--- src/rtl/spad_alloc_pkg.sv ---
package spad_alloc_pkg;

  localparam logic [1:0] OP_ALLOC  = 2'd0;
  localparam logic [1:0] OP_DELETE = 2'd1;
  localparam logic [1:0] OP_CLEAR  = 2'd2;

  localparam logic [2:0] ST_FREE  = 3'd0;
  localparam logic [2:0] ST_BUSY  = 3'd1;
  localparam logic [2:0] ST_READY = 3'd2;
  localparam logic [2:0] ST_FAIL  = 3'd4;

  typedef enum logic [2:0] {
    S_IDLE, S_REQ, S_WAIT, S_DEL, S_RST
  } fsm_e;

  typedef enum logic [1:0] {
    PH_EVICT, PH_CLEAR, PH_DELZ, PH_RESTORE
  } phase_e;

endpackage

--- src/rtl/spad_first_free.sv ---
module spad_first_free #(
  parameter int N = 4,
  parameter int W = 2
) (
  input  logic [N-1:0] used,
  output logic         found,
  output logic [W-1:0] idx
);
  always_comb begin
    found = 1'b0;
    idx   = '0;
    for (int i = N - 1; i >= 0; i--) begin
      if (!used[i]) begin
        found = 1'b1;
        idx   = W'(i);
      end
    end
  end
endmodule

--- src/rtl/spad_victim_sel.sv ---
module spad_victim_sel #(
  parameter int N  = 4,
  parameter int W  = 2,
  parameter int EW = 4
) (
  input  logic [N-1:0]         cand,
  input  logic [N-1:0][EW-1:0] prio,
  input  logic [EW-1:0]        new_prio,
  output logic                 found,
  output logic [W-1:0]         idx
);
  logic          any_c;
  logic [EW-1:0] best_c;

  always_comb begin
    any_c  = 1'b0;
    best_c = '0;
    idx    = '0;
    for (int i = 0; i < N; i++) begin
      if (cand[i] && (!any_c || prio[i] < best_c)) begin
        any_c  = 1'b1;
        best_c = prio[i];
        idx    = W'(i);
      end
    end
    found = any_c && (best_c < new_prio);
  end
endmodule

--- src/rtl/spad_restore_sel.sv ---
module spad_restore_sel #(
  parameter int N  = 8,
  parameter int W  = 3,
  parameter int EW = 4
) (
  input  logic [N-1:0]         cand,
  input  logic [N-1:0][EW-1:0] prio,
  output logic                 found,
  output logic [W-1:0]         idx
);
  logic [EW-1:0] best_c;

  always_comb begin
    found  = 1'b0;
    best_c = '0;
    idx    = '0;
    for (int i = 0; i < N; i++) begin
      if (cand[i] && (!found || prio[i] > best_c)) begin
        found  = 1'b1;
        best_c = prio[i];
        idx    = W'(i);
      end
    end
  end
endmodule

--- src/rtl/spad_blk_alloc.sv ---
module spad_blk_alloc
  import spad_alloc_pkg::*;
#(
  parameter int          NUM_BLK     = 4,
  parameter int          NUM_SLOT    = 6,
  parameter int          NUM_VBLK    = 12,
  parameter int          PID_W       = 4,
  parameter int          PRIO_W      = 3,
  parameter int          BLK_BYTES   = 1024,
  parameter int          ADDR_W      = 16,
  parameter int          ZERO_PRIO   = 8,
  parameter logic [15:0] ONCHIP_BASE = 16'h0000,
  parameter logic [15:0] OFFCHIP_BASE = 16'h8000,
  localparam int EW    = PRIO_W + 1,
  localparam int BW    = $clog2(NUM_BLK),
  localparam int SW    = $clog2(NUM_SLOT),
  localparam int VB_W  = $clog2(NUM_VBLK),
  localparam int IDX_W = (BW > SW) ? BW : SW,
  localparam int LEN_W = $clog2(BLK_BYTES) + 1
) (
  input  logic              clk,
  input  logic              rst_n,
  input  logic              cmd_valid,
  output logic              cmd_ready,
  input  logic [1:0]        cmd_op,
  input  logic [VB_W-1:0]   cmd_vblk,
  input  logic [PID_W-1:0]  cmd_pid,
  input  logic [PRIO_W-1:0] cmd_prio,
  input  logic              cmd_app,
  input  logic              cmd_pin,
  input  logic [VB_W-1:0]   poll_vblk,
  output logic [2:0]        poll_status,
  output logic              poll_onchip,
  output logic [IDX_W-1:0]  poll_index,
  output logic              dma_valid,
  input  logic              dma_ready,
  output logic              dma_zero,
  output logic [ADDR_W-1:0] dma_src,
  output logic [ADDR_W-1:0] dma_dst,
  output logic [LEN_W-1:0]  dma_len,
  input  logic              dma_done
);

  // placement table, one entry per virtual block
  logic              tbl_valid  [NUM_VBLK];
  logic [PID_W-1:0]  tbl_pid    [NUM_VBLK];
  logic [EW-1:0]     tbl_eff    [NUM_VBLK];
  logic              tbl_pin    [NUM_VBLK];
  logic              tbl_onchip [NUM_VBLK];
  logic              tbl_evict  [NUM_VBLK];
  logic [IDX_W-1:0]  tbl_idx    [NUM_VBLK];
  logic [2:0]        tbl_stat   [NUM_VBLK];

  // physical pools
  logic [NUM_BLK-1:0]  blk_used;
  logic [VB_W-1:0]     blk_owner [NUM_BLK];
  logic [NUM_SLOT-1:0] slot_used;

  fsm_e              state;
  phase_e            phase;
  logic [VB_W-1:0]   cur_v, vic_v;
  logic [BW-1:0]     vic_blk;
  logic [SW-1:0]     slot_q;
  logic [PID_W-1:0]  cur_pid;
  logic              dz_q;
  logic [ADDR_W-1:0] src_q, dst_q;

  logic [EW-1:0] cmd_eff;
  logic          accept;
  assign cmd_eff   = {cmd_app, cmd_prio};
  assign cmd_ready = (state == S_IDLE);
  assign accept    = cmd_valid && cmd_ready;

  function automatic logic [ADDR_W-1:0] on_addr(input logic [BW-1:0] b);
    return ADDR_W'(ONCHIP_BASE) + ADDR_W'(b) * ADDR_W'(BLK_BYTES);
  endfunction

  function automatic logic [ADDR_W-1:0] off_addr(input logic [SW-1:0] s);
    return ADDR_W'(OFFCHIP_BASE) + ADDR_W'(s) * ADDR_W'(BLK_BYTES);
  endfunction

  // per-block view of the resident entry
  logic [NUM_BLK-1:0]         blk_cand;
  logic [NUM_BLK-1:0][EW-1:0] blk_prio;
  logic [NUM_VBLK-1:0]        rst_cand;
  logic [NUM_VBLK-1:0][EW-1:0] eff_pk;

  for (genvar b = 0; b < NUM_BLK; b++) begin : g_blk
    assign blk_prio[b] = tbl_eff[blk_owner[b]];
    assign blk_cand[b] = blk_used[b] && !tbl_pin[blk_owner[b]];
  end

  for (genvar v = 0; v < NUM_VBLK; v++) begin : g_ent
    assign eff_pk[v]   = tbl_eff[v];
    assign rst_cand[v] = tbl_valid[v] && tbl_evict[v] && !tbl_onchip[v];
  end

  logic            fb_found, fs_found, vs_found, rs_found;
  logic [BW-1:0]   fb_idx, vs_idx;
  logic [SW-1:0]   fs_idx;
  logic [VB_W-1:0] rs_idx;

  spad_first_free #(.N(NUM_BLK), .W(BW)) u_free_blk (
    .used(blk_used), .found(fb_found), .idx(fb_idx)
  );

  spad_first_free #(.N(NUM_SLOT), .W(SW)) u_free_slot (
    .used(slot_used), .found(fs_found), .idx(fs_idx)
  );

  spad_victim_sel #(.N(NUM_BLK), .W(BW), .EW(EW)) u_victim (
    .cand(blk_cand), .prio(blk_prio), .new_prio(cmd_eff),
    .found(vs_found), .idx(vs_idx)
  );

  spad_restore_sel #(.N(NUM_VBLK), .W(VB_W), .EW(EW)) u_restore (
    .cand(rst_cand), .prio(eff_pk), .found(rs_found), .idx(rs_idx)
  );

  // first entry owned by the process being deleted
  logic            dh_found;
  logic [VB_W-1:0] dh_idx;
  always_comb begin
    dh_found = 1'b0;
    dh_idx   = '0;
    for (int i = NUM_VBLK - 1; i >= 0; i--) begin
      if (tbl_valid[i] && tbl_pid[i] == cur_pid) begin
        dh_found = 1'b1;
        dh_idx   = VB_W'(i);
      end
    end
  end

  always_ff @(posedge clk or negedge rst_n) begin
    if (!rst_n) begin
      for (int i = 0; i < NUM_VBLK; i++) begin
        tbl_valid[i]  <= 1'b0;
        tbl_pid[i]    <= '0;
        tbl_eff[i]    <= '0;
        tbl_pin[i]    <= 1'b0;
        tbl_onchip[i] <= 1'b0;
        tbl_evict[i]  <= 1'b0;
        tbl_idx[i]    <= '0;
        tbl_stat[i]   <= ST_FREE;
      end
      for (int i = 0; i < NUM_BLK; i++) blk_owner[i] <= '0;
      blk_used  <= '0;
      slot_used <= '0;
      state     <= S_IDLE;
      phase     <= PH_EVICT;
      cur_v     <= '0;
      vic_v     <= '0;
      vic_blk   <= '0;
      slot_q    <= '0;
      cur_pid   <= '0;
      dz_q      <= 1'b0;
      src_q     <= '0;
      dst_q     <= '0;
    end else begin
      case (state)
        S_IDLE: if (accept) begin
          case (cmd_op)
            OP_ALLOC: if (!tbl_valid[cmd_vblk]) begin
              tbl_pid[cmd_vblk]   <= cmd_pid;
              tbl_eff[cmd_vblk]   <= cmd_eff;
              tbl_pin[cmd_vblk]   <= cmd_pin;
              tbl_evict[cmd_vblk] <= 1'b0;
              if (fb_found) begin
                tbl_valid[cmd_vblk]  <= 1'b1;
                tbl_onchip[cmd_vblk] <= 1'b1;
                tbl_idx[cmd_vblk]    <= IDX_W'(fb_idx);
                tbl_stat[cmd_vblk]   <= ST_READY;
                blk_used[fb_idx]     <= 1'b1;
                blk_owner[fb_idx]    <= cmd_vblk;
              end else if (vs_found && fs_found) begin
                tbl_valid[cmd_vblk]         <= 1'b1;
                tbl_onchip[cmd_vblk]        <= 1'b0;
                tbl_stat[cmd_vblk]          <= ST_BUSY;
                tbl_stat[blk_owner[vs_idx]] <= ST_BUSY;
                cur_v   <= cmd_vblk;
                vic_v   <= blk_owner[vs_idx];
                vic_blk <= vs_idx;
                slot_q  <= fs_idx;
                dz_q    <= 1'b0;
                src_q   <= on_addr(vs_idx);
                dst_q   <= off_addr(fs_idx);
                phase   <= PH_EVICT;
                state   <= S_REQ;
              end else if (fs_found) begin
                tbl_valid[cmd_vblk]  <= 1'b1;
                tbl_onchip[cmd_vblk] <= 1'b0;
                tbl_idx[cmd_vblk]    <= IDX_W'(fs_idx);
                tbl_stat[cmd_vblk]   <= ST_READY;
                slot_used[fs_idx]    <= 1'b1;
              end else begin
                tbl_valid[cmd_vblk] <= 1'b0;
                tbl_stat[cmd_vblk]  <= ST_FAIL;
              end
            end
            OP_CLEAR: if (tbl_valid[cmd_vblk] && tbl_stat[cmd_vblk] == ST_READY) begin
              tbl_stat[cmd_vblk] <= ST_BUSY;
              cur_v <= cmd_vblk;
              dz_q  <= 1'b1;
              src_q <= '0;
              dst_q <= tbl_onchip[cmd_vblk] ? on_addr(tbl_idx[cmd_vblk][BW-1:0])
                                            : off_addr(tbl_idx[cmd_vblk][SW-1:0]);
              phase <= PH_CLEAR;
              state <= S_REQ;
            end
            OP_DELETE: begin
              cur_pid <= cmd_pid;
              state   <= S_DEL;
            end
            default: ;
          endcase
        end
        S_REQ: if (dma_ready) state <= S_WAIT;
        S_WAIT: if (dma_done) begin
          case (phase)
            PH_EVICT: begin
              tbl_onchip[vic_v] <= 1'b0;
              tbl_idx[vic_v]    <= IDX_W'(slot_q);
              tbl_evict[vic_v]  <= 1'b1;
              tbl_stat[vic_v]   <= ST_READY;
              slot_used[slot_q] <= 1'b1;
              tbl_onchip[cur_v] <= 1'b1;
              tbl_idx[cur_v]    <= IDX_W'(vic_blk);
              tbl_stat[cur_v]   <= ST_READY;
              blk_owner[vic_blk] <= cur_v;
              state <= S_IDLE;
            end
            PH_CLEAR: begin
              tbl_stat[cur_v] <= ST_READY;
              state <= S_IDLE;
            end
            PH_DELZ: begin
              tbl_valid[cur_v]  <= 1'b0;
              tbl_onchip[cur_v] <= 1'b0;
              tbl_evict[cur_v]  <= 1'b0;
              tbl_stat[cur_v]   <= ST_FREE;
              blk_used[tbl_idx[cur_v][BW-1:0]] <= 1'b0;
              state <= S_DEL;
            end
            default: begin
              tbl_onchip[cur_v] <= 1'b1;
              tbl_idx[cur_v]    <= IDX_W'(vic_blk);
              tbl_evict[cur_v]  <= 1'b0;
              tbl_stat[cur_v]   <= ST_READY;
              slot_used[slot_q] <= 1'b0;
              blk_used[vic_blk] <= 1'b1;
              blk_owner[vic_blk] <= cur_v;
              state <= S_RST;
            end
          endcase
        end
        S_DEL: begin
          if (!dh_found) begin
            state <= S_RST;
          end else if (tbl_onchip[dh_idx] && tbl_eff[dh_idx] >= EW'(ZERO_PRIO)) begin
            tbl_stat[dh_idx] <= ST_BUSY;
            cur_v <= dh_idx;
            dz_q  <= 1'b1;
            src_q <= '0;
            dst_q <= on_addr(tbl_idx[dh_idx][BW-1:0]);
            phase <= PH_DELZ;
            state <= S_REQ;
          end else begin
            if (tbl_onchip[dh_idx]) blk_used[tbl_idx[dh_idx][BW-1:0]] <= 1'b0;
            else                    slot_used[tbl_idx[dh_idx][SW-1:0]] <= 1'b0;
            tbl_valid[dh_idx]  <= 1'b0;
            tbl_onchip[dh_idx] <= 1'b0;
            tbl_evict[dh_idx]  <= 1'b0;
            tbl_stat[dh_idx]   <= ST_FREE;
          end
        end
        S_RST: begin
          if (fb_found && rs_found) begin
            tbl_stat[rs_idx] <= ST_BUSY;
            cur_v   <= rs_idx;
            vic_blk <= fb_idx;
            slot_q  <= tbl_idx[rs_idx][SW-1:0];
            dz_q    <= 1'b0;
            src_q   <= off_addr(tbl_idx[rs_idx][SW-1:0]);
            dst_q   <= on_addr(fb_idx);
            phase   <= PH_RESTORE;
            state   <= S_REQ;
          end else begin
            state <= S_IDLE;
          end
        end
        default: state <= S_IDLE;
      endcase
    end
  end

  assign dma_valid   = (state == S_REQ);
  assign dma_zero    = dz_q;
  assign dma_src     = src_q;
  assign dma_dst     = dst_q;
  assign dma_len     = LEN_W'(BLK_BYTES);
  assign poll_status = tbl_stat[poll_vblk];
  assign poll_onchip = tbl_onchip[poll_vblk];
  assign poll_index  = tbl_idx[poll_vblk];

  // request fields hold while back-pressured
  p_dma_hold_r6: assert property (@(posedge clk) disable iff (!rst_n)
    dma_valid && !dma_ready |=> dma_valid && $stable(dma_src) && $stable(dma_dst) && $stable(dma_zero));

  // no command taken while a DMA request is open
  p_ready_idle_r11: assert property (@(posedge clk) disable iff (!rst_n)
    dma_valid |-> !cmd_ready);

  // an evicted block is unpinned and strictly lower than the newcomer
  p_victim_lower_r2: assert property (@(posedge clk) disable iff (!rst_n)
    (dma_valid && phase == PH_EVICT) |-> (tbl_eff[vic_v] < tbl_eff[cur_v]) && !tbl_pin[vic_v]);

  // the entry stays busy until the done pulse
  p_busy_wait_r5: assert property (@(posedge clk) disable iff (!rst_n)
    (state == S_WAIT) |-> tbl_stat[cur_v] == ST_BUSY);

  // every used on-chip block points back at an on-chip entry holding it
  for (genvar b = 0; b < NUM_BLK; b++) begin : g_chk
    p_owner_r2: assert property (@(posedge clk) disable iff (!rst_n)
      (state == S_IDLE && blk_used[b]) |->
        tbl_valid[blk_owner[b]] && tbl_onchip[blk_owner[b]] &&
        tbl_idx[blk_owner[b]][BW-1:0] == BW'(b));
  end

endmodule

--- config.mk ---
export PLATFORM = sky130hd
export DESIGN_NAME = spad_blk_alloc
export DESIGN_NICKNAME = d
export VERILOG_FILES = /design/src/rtl/spad_alloc_pkg.sv /design/src/rtl/spad_first_free.sv /design/src/rtl/spad_victim_sel.sv /design/src/rtl/spad_restore_sel.sv /design/src/rtl/spad_blk_alloc.sv
export SDC_FILE = /design/constraint.sdc
export NUM_CORES = 1
export LEC_CHECK = 0
export BUFFER_PORTS_ARGS = -buffer_cell sky130_fd_sc_hd__buf_4
export CAP_MARGIN = 30
export CORE_ASPECT_RATIO = 1.4
export CORE_MARGIN = 2
export CORE_UTILIZATION = 45
export DETAILED_ROUTE_END_ITERATION = 6
export PLACE_DENSITY = 0.71
export SLEW_MARGIN = 40
export SYNTH_ARGS = -nofsm -noshare
export SYNTH_HDL_FRONTEND = slang
export SYNTH_SLANG_ARGS = --single-unit
--- constraint.sdc ---
create_clock -name clk -period 20.1 [get_ports clk]
set_clock_uncertainty 0.1 [all_clocks]
set_input_delay 0 -clock clk [delete_from_list [all_inputs] [get_ports clk]]
set_output_delay 0 -clock clk [all_outputs]
set_load 0.03 [all_outputs]
==> results_dict.tcl, run 1 <==
set metrics [dict create \
    drc 11 \
    layout.area.seq_mm2 0.006834 \
    yosysTopAreaCell "dfrtp_1" \
    first_pass_iters 7 \
    die_area_mm2 0.05466 \
    grt_pass1_wl_mm 178.2 \
    multi_input_area_mm2 0.01604 \
    synth_xor_area_frac 0.01660 \
    portBuffers 41 \
    ys.flop_type "dfrtp_1" \
    crit_buf_inv 7 \
    nets 2820 \
    cp-start-kind "flop" \
    cpPeakStageDelay_ns 0.46 \
    period_share 0.9516 \
    clock-sinks 273 \
    grt_max_degree 70 \
    fmax_mhz 52.28 \
    synth_compound_area_frac 0.2382 \
    syn2layout_area_growth_pct 11.60 \
    crit_top_cell "ha_1" \
    netlist_area_mm2 0.02375 \
    pwr_density_cell_mw_per_mm2 203.4 \
    reg2regPathDepth 92 \
    synth_area_leaders "dfrtp_1, mux4_2, mux2_2, o21ai_0, nand2_1" \
    crit_path_max_fanout 12 \
    critPathCapture "slot_q[2]" \
    relSlewSlack 0.3445 \
    layout-drive-gt1-share 0.1945 \
    ant_nets 0 \
    period_needed_ns 19.13 \
    avgSynthCellArea_um2 8.690 \
    antenna_found_initial 8 \
    die_h_um 275.8 \
    critPathTopFamily "compound AO/OA/AOI/OAI gates" \
    worstPathRequired_ns 20.41 \
    cts-root-buf "clkbuf_16" \
    synth_enable_flop_cells 0 \
    wl_per_cell_um 35.97 \
    wl_mm 125.0 \
    synth_top_family_by_area "compound AO/OA/AOI/OAI gates" \
    clockBufferDepth 3 \
    clk_pin_slew_ns 0.07 \
    worstPathArrival_ns 19.44 \
    synthArstFlopShare 1.000 \
    max-cap-violations 0 \
    synthMuxAreaShare 0.1905 \
    grtUsageTotal 0.4597 \
    synth-simple-area-share 0.1807 \
    cts_buffers 35 \
    hold_class "input port to flop" \
    num_vias 25030 \
    violations "design-rule violations" \
    ys_warn_count 0 \
    syn-instance-count 2733 \
    first_global_vias 24590 \
    max-vdd-ir-drop_uv 231.6 \
    cts-htree-levels 2 \
    slowest_stage "dfrtp_1" \
    outcome "finished, violations left" \
    globalplace.congestion 1.070 \
    fillers 4905 \
    yosysTopAreaCellShare 0.2877 \
    setup.worst_path.end_class "flop" \
    start_util 0.4554 \
    r2r_setup_slack_ns 0.97 \
    crit_cells 92 \
    rows 99 \
    synthAdderAreaFrac 0.02950 \
    core_area_mm2 0.05215 \
    slew_viol_final 0 \
    ios 77 \
    synth_seq_area_share 0.2877 \
    place_hpwl_mm 90.58 \
    p_leak_nw 10.89 \
    whs_ns 0.05622 \
    insertion_delay_ns 0.59 \
    setup_violations 0 \
    power.total_mw 5.390 \
    grt_overflow 0 \
    die_w_um 198.2 \
    hold_viol_final 0 \
    via_per_inst 7.202 \
    drt_iter0_markers 3103 \
    rr_endpoint "slot_q[2]" \
    cts_tree "yes" \
    yosysUniqueCellTypes 113 \
    path_class "flop to flop" \
    worst_pin_slew_ns 0.9585 \
    yosys_register_bits 273 \
]
## power breakdown
group	switching (mW)	internal, mW	total [mW]
logic	2.32	1.21	3.53
registers	0.439	0.744	1.18
clock network	0.282	0.394	0.676
total	3.04	2.35	5.39
## metrics by stage
stage	instances	utilization	TNS, ns	setup slack (ns)	cell area [µm²]
floorplan	2766	-	0	1.605	23870
global placement	3382	0.4747	0	0.4727	24760
detailed placement	3385	0.4775	-1.996	-0.3447	24900
CTS	3466	0.5039	0	0.1021	26280
global route	3473	0.5081	-1.648	-0.1255	26500
finish	3476	0.5082	0	0.9733	26500
## synthesized netlist by cell type, types with 10 or more instances
cell	n
mux2_2	118
o211ai_1	35
nand2_1	320
o31ai_1	13
ha_1	56
buf_4	41
o21ai_0	253
o22a_1	10
nor2b_1	22
or3_1	10
nand2b_1	42
or2_2	16
buf_2	24
mux4_2	103
nand3_1	78
buf_1	21
a31oi_1	42
nor2_1	218
xor2_1	33
o22ai_1	59
and2_1	18
o221ai_1	16
clkbuf_1	126
a21oi_1	174
a21o_1	22
dfrtp_1	273
xnor2_1	12
a22oi_1	34
a211oi_1	26
o21a_1	15
and3_1	20
nor3_1	60
o21bai_1	10
a22o_1	17
nand3b_1	12
inv_1	82
nand4_1	14
mux2i_1	78
## placed cells by master, fill, tap and decap left out, types with 21 or more instances in the layout
master,netlist,layout
o211ai_1,35,35
nand2_1,320,319
nand3_1,78,76
nor2_1,218,203
o21ai_0,253,248
a211oi_1,26,25
buf_4,41,129
dfrtp_1,273,271
inv_1,82,82
xor2_1,33,33
ha_1,56,55
mux4_2,103,103
nor2b_1,22,22
a31oi_1,42,38
mux2i_1,78,75
a21o_1,22,21
conb_1,2,35
a22oi_1,34,34
nor3_1,60,52
o22ai_1,59,59
a21oi_1,174,168
clkbuf_16,0,35
nand2b_1,42,41
mux2_2,118,118
## area by class of cell
cell class	count	share of cell area
multi-input cells	2194	0.6054
flip-flops and latches	273	0.2579
repair buffers	154	0.04721
clock buffers	48	0.03678
well taps	707	0.03338
inverters	82	0.01161
clock inverters	15	0.007506
diodes	3	0.0002833
## worst min-delay path by stage
stage / start / to / slack, ns / cells after the start
CTS: dma_ready / state[2] / 0.02 / 5
global placement: rst_n / tbl_stat[15] / 0.03 / 1
floorplan: rst_n / async pin / -0.40 / 0
global route: dma_ready / state[2] / 0.09 / 5
finish: dma_ready / state[2] / 0.06 / 5
detailed placement: rst_n / tbl_stat[22] / -0.19 / 1
## cells by family after synthesis
family          Yosys count
compound gates          862
flops                   273
xor+xnor                 45
simple gates            893
other cells               2
mux                     303
buf+inv                 299
fa+ha+maj                56
## worst reg2reg max path, delay by kind of cell (launching register included)
family                   cells  cell delay (ns)
buffers and inverters        7             1.00
flip-flops                   1             0.46
multiplexers                 6             1.97
AO/OA/AOI/OAI               43             7.39
adder cells (fa/ha/maj)     11             3.18
AND/OR/NAND/NOR             25             4.80
## per-layer routing
metal / part of all wire / GRT usage / vias up
met5: 0.00055 / 0 / -
met4: 0.13 / 0.4616 / 10
met3: 0.10 / 0.1312 / 745
met2: 0.44 / 0.7170 / 1839
met1: 0.33 / 0.4920 / 12210
li1: - / - / 10230
## what timing repair did
action                                  4_1_cts  5_1_grt
gates resized for setup                       5       31
hold buffers                                 18        0
setup buffers                                 0        6
endpoints found under the hold margin       290        0
pin swaps                                     0        4
endpoints found under the setup margin       21       46
(Power assumes the default switching activity.)
==> run 2, diff against run 1 <==
--- a/config.mk
+++ b/config.mk
@@ -9,9 +9,9 @@
 export CAP_MARGIN = 30
 export CORE_ASPECT_RATIO = 1.4
 export CORE_MARGIN = 2
-export CORE_UTILIZATION = 45
+export CORE_UTILIZATION = 30
 export DETAILED_ROUTE_END_ITERATION = 6
-export PLACE_DENSITY = 0.71
+export PLACE_DENSITY = 0.54
 export SLEW_MARGIN = 40
 export SYNTH_ARGS = -nofsm -noshare
 export SYNTH_HDL_FRONTEND = slang
==> results_dict.tcl, run 2 (synthesis gave the netlist of run 1 again) <==
set metrics [dict create \
    outcome "completed" \
    die_w_um 241.8 \
    finalWorstSetupSlack_ns 1.245 \
    clockBufferDepth 3 \
    insertion_delay_ns 0.64 \
    cts-htree-levels 1 \
    finish.utilization 0.3402 \
    dpl_cell_area_mm2 0.02528 \
    fin_area_mm2 0.02680 \
    setup.worst_path.end_class "flop" \
    wl_per_cell_um 32.05 \
    hold_viol_final 0 \
    fin_cells 3808 \
    final_common_cell "nand2_1" \
    grt_pass1_wl_mm 172.7 \
    pre_cts_ws_ns 0.3707 \
    drc 0 \
    max-vdd-ir-drop_uv 175.3 \
    fillers 8271 \
    path_class "flop to flop" \
    globalplace.congestion 1.041 \
    wl_mm 122.1 \
    portBuffers 41 \
    worst_pin_slew_ns 0.9400 \
    clk_pin_slew_ns 0.07 \
    period_share 0.9380 \
    cts_tree "yes" \
    rows 122 \
    core_area_mm2 0.07877 \
    grt_max_degree 70 \
    cpPeakStageDelay_ns 0.48 \
    first_global_vias 23140 \
    ant_nets 0 \
    crit_path_max_fanout 19 \
    n_antenna_cell 0 \
    placed_cells 3727 \
    crit_cells 94 \
    die_area_mm2 0.08146 \
    place_hpwl_mm 90.78 \
    syn2layout_area_growth_pct 12.83 \
    fmax_mhz 53.04 \
    slew_viol_final 0 \
    cts_buffers 31 \
    r2r_setup_slack_ns 1.25 \
    multi_input_area_mm2 0.01600 \
    worstPathArrival_ns 19.27 \
    max-cap-violations 0 \
    ios 77 \
    first_pass_iters 6 \
    min-delay-start "cmd_valid" \
    grt_overflow 0 \
    nets 2813 \
    power.total_mw 5.173 \
    drt_iter0_markers 2695 \
    pwr_density_cell_mw_per_mm2 193.1 \
    crit_buf_inv 8 \
    period_needed_ns 18.85 \
    crit_top_cell "ha_1" \
    setup_violations 0 \
    relSlewSlack 0.3667 \
    layout_common_cells "nand2_1, dfrtp_1, o21ai_0" \
    reg2regPathDepth 94 \
    antenna_found_initial 1 \
    num_vias 23900 \
    cp-start-kind "flop" \
    p_leak_nw 10.82 \
    critPathTopFamily "compound AO/OA/AOI/OAI gates" \
    cts-root-buf "clkbuf_16" \
    die_h_um 336.9 \
    layout.area.seq_mm2 0.006839 \
    slowest_stage "or3_1" \
    grtUsageTotal 0.2934 \
    hold_class "input port to flop" \
    worstPathRequired_ns 20.51 \
    via_per_inst 6.276 \
    layout-drive-gt1-share 0.1924 \
    start_util 0.3015 \
    clock-sinks 273 \
]
## run 2: cell types whose count changed in the layout (fill, tap and decap cells not counted), moves of 3 or more
cell | before | now
clkbuf_8 | 5 | 2
o21ai_0 | 248 | 251
dfrtp_1 | 271 | 267
clkbuf_16 | 35 | 31
dfrtp_2 | 2 | 6
buf_4 | 129 | 126
bufinv_16 | 4 | 7
diode_2 | 3 | 0
nor2_4 | 5 | 2
nor2_2 | 13 | 17
## run 2: timing repair
item,CTS,global route
hold buffers,18,0
setup endpoints to repair,0,46
setup buffers,0,4
resized for setup,0,29
hold endpoints to repair,335,0
## run 2: worst min-delay path by stage
stage / endpoint / cells after the start / slack, ns
floorplan: async pin / 0 / -0.40
global placement: slot_used[5] / 1 / 0.01
detailed placement: blk_owner[8] / 1 / -0.17
CTS: state[2] / 4 / 0.009
global route: cur_pid[2] / 3 / 0.03
finish: cur_pid[2] / 3 / 0.04
## run 2: metrics by stage
| step | TNS, ns | hold WS (ns) |
|---|---|---|
| after global placement | 0 | 0.01369 |
| after CTS | 0 | 0.008834 |
| final | 0 | 0.03861 |
| after floorplan | 0 | -0.3956 |
| after global routing | -0.04606 | 0.03222 |
| after detailed placement | 0 | -0.1742 |
## run 2: area by class of cell
class	count	share of cell area
flip-flops and latches	273	0.2552
clock buffers	39	0.03082
clock inverters	15	0.009805
repair buffers	151	0.04651
multi-input cells	2194	0.5970
well taps	1054	0.04921
inverters	82	0.01149
## run 2: layer usage
metal	vias to the layer above	global-route usage	part of all wire
met3	465	0.05548	0.079
met2	1416	0.4952	0.47
met1	11800	0.3228	0.35
met5	-	0	0.00014
li1	10220	-	-
met4	2	0.2410	0.098
## run 2: power by group
group / switching, mW / total, mW / internal (mW) / leakage [nW]
Combinational: 2.17 / 3.36 / 1.19 / 6.82
Clock: 0.264 / 0.642 / 0.378 / 0.527
Sequential: 0.428 / 1.17 / 0.744 / 3.48
Total: 2.86 / 5.17 / 2.31 / 10.8
## run 2: worst reg2reg max path: cells and delay by family (launching register included)
kind,cells,cell delay [ns]
and+or+nand+nor,26,5.08
adders and majority gates,11,3.00
muxes,6,1.84
AOI/OAI and AO/OA,43,7.15
buffers and inverters,8,1.07
DFF,1,0.44
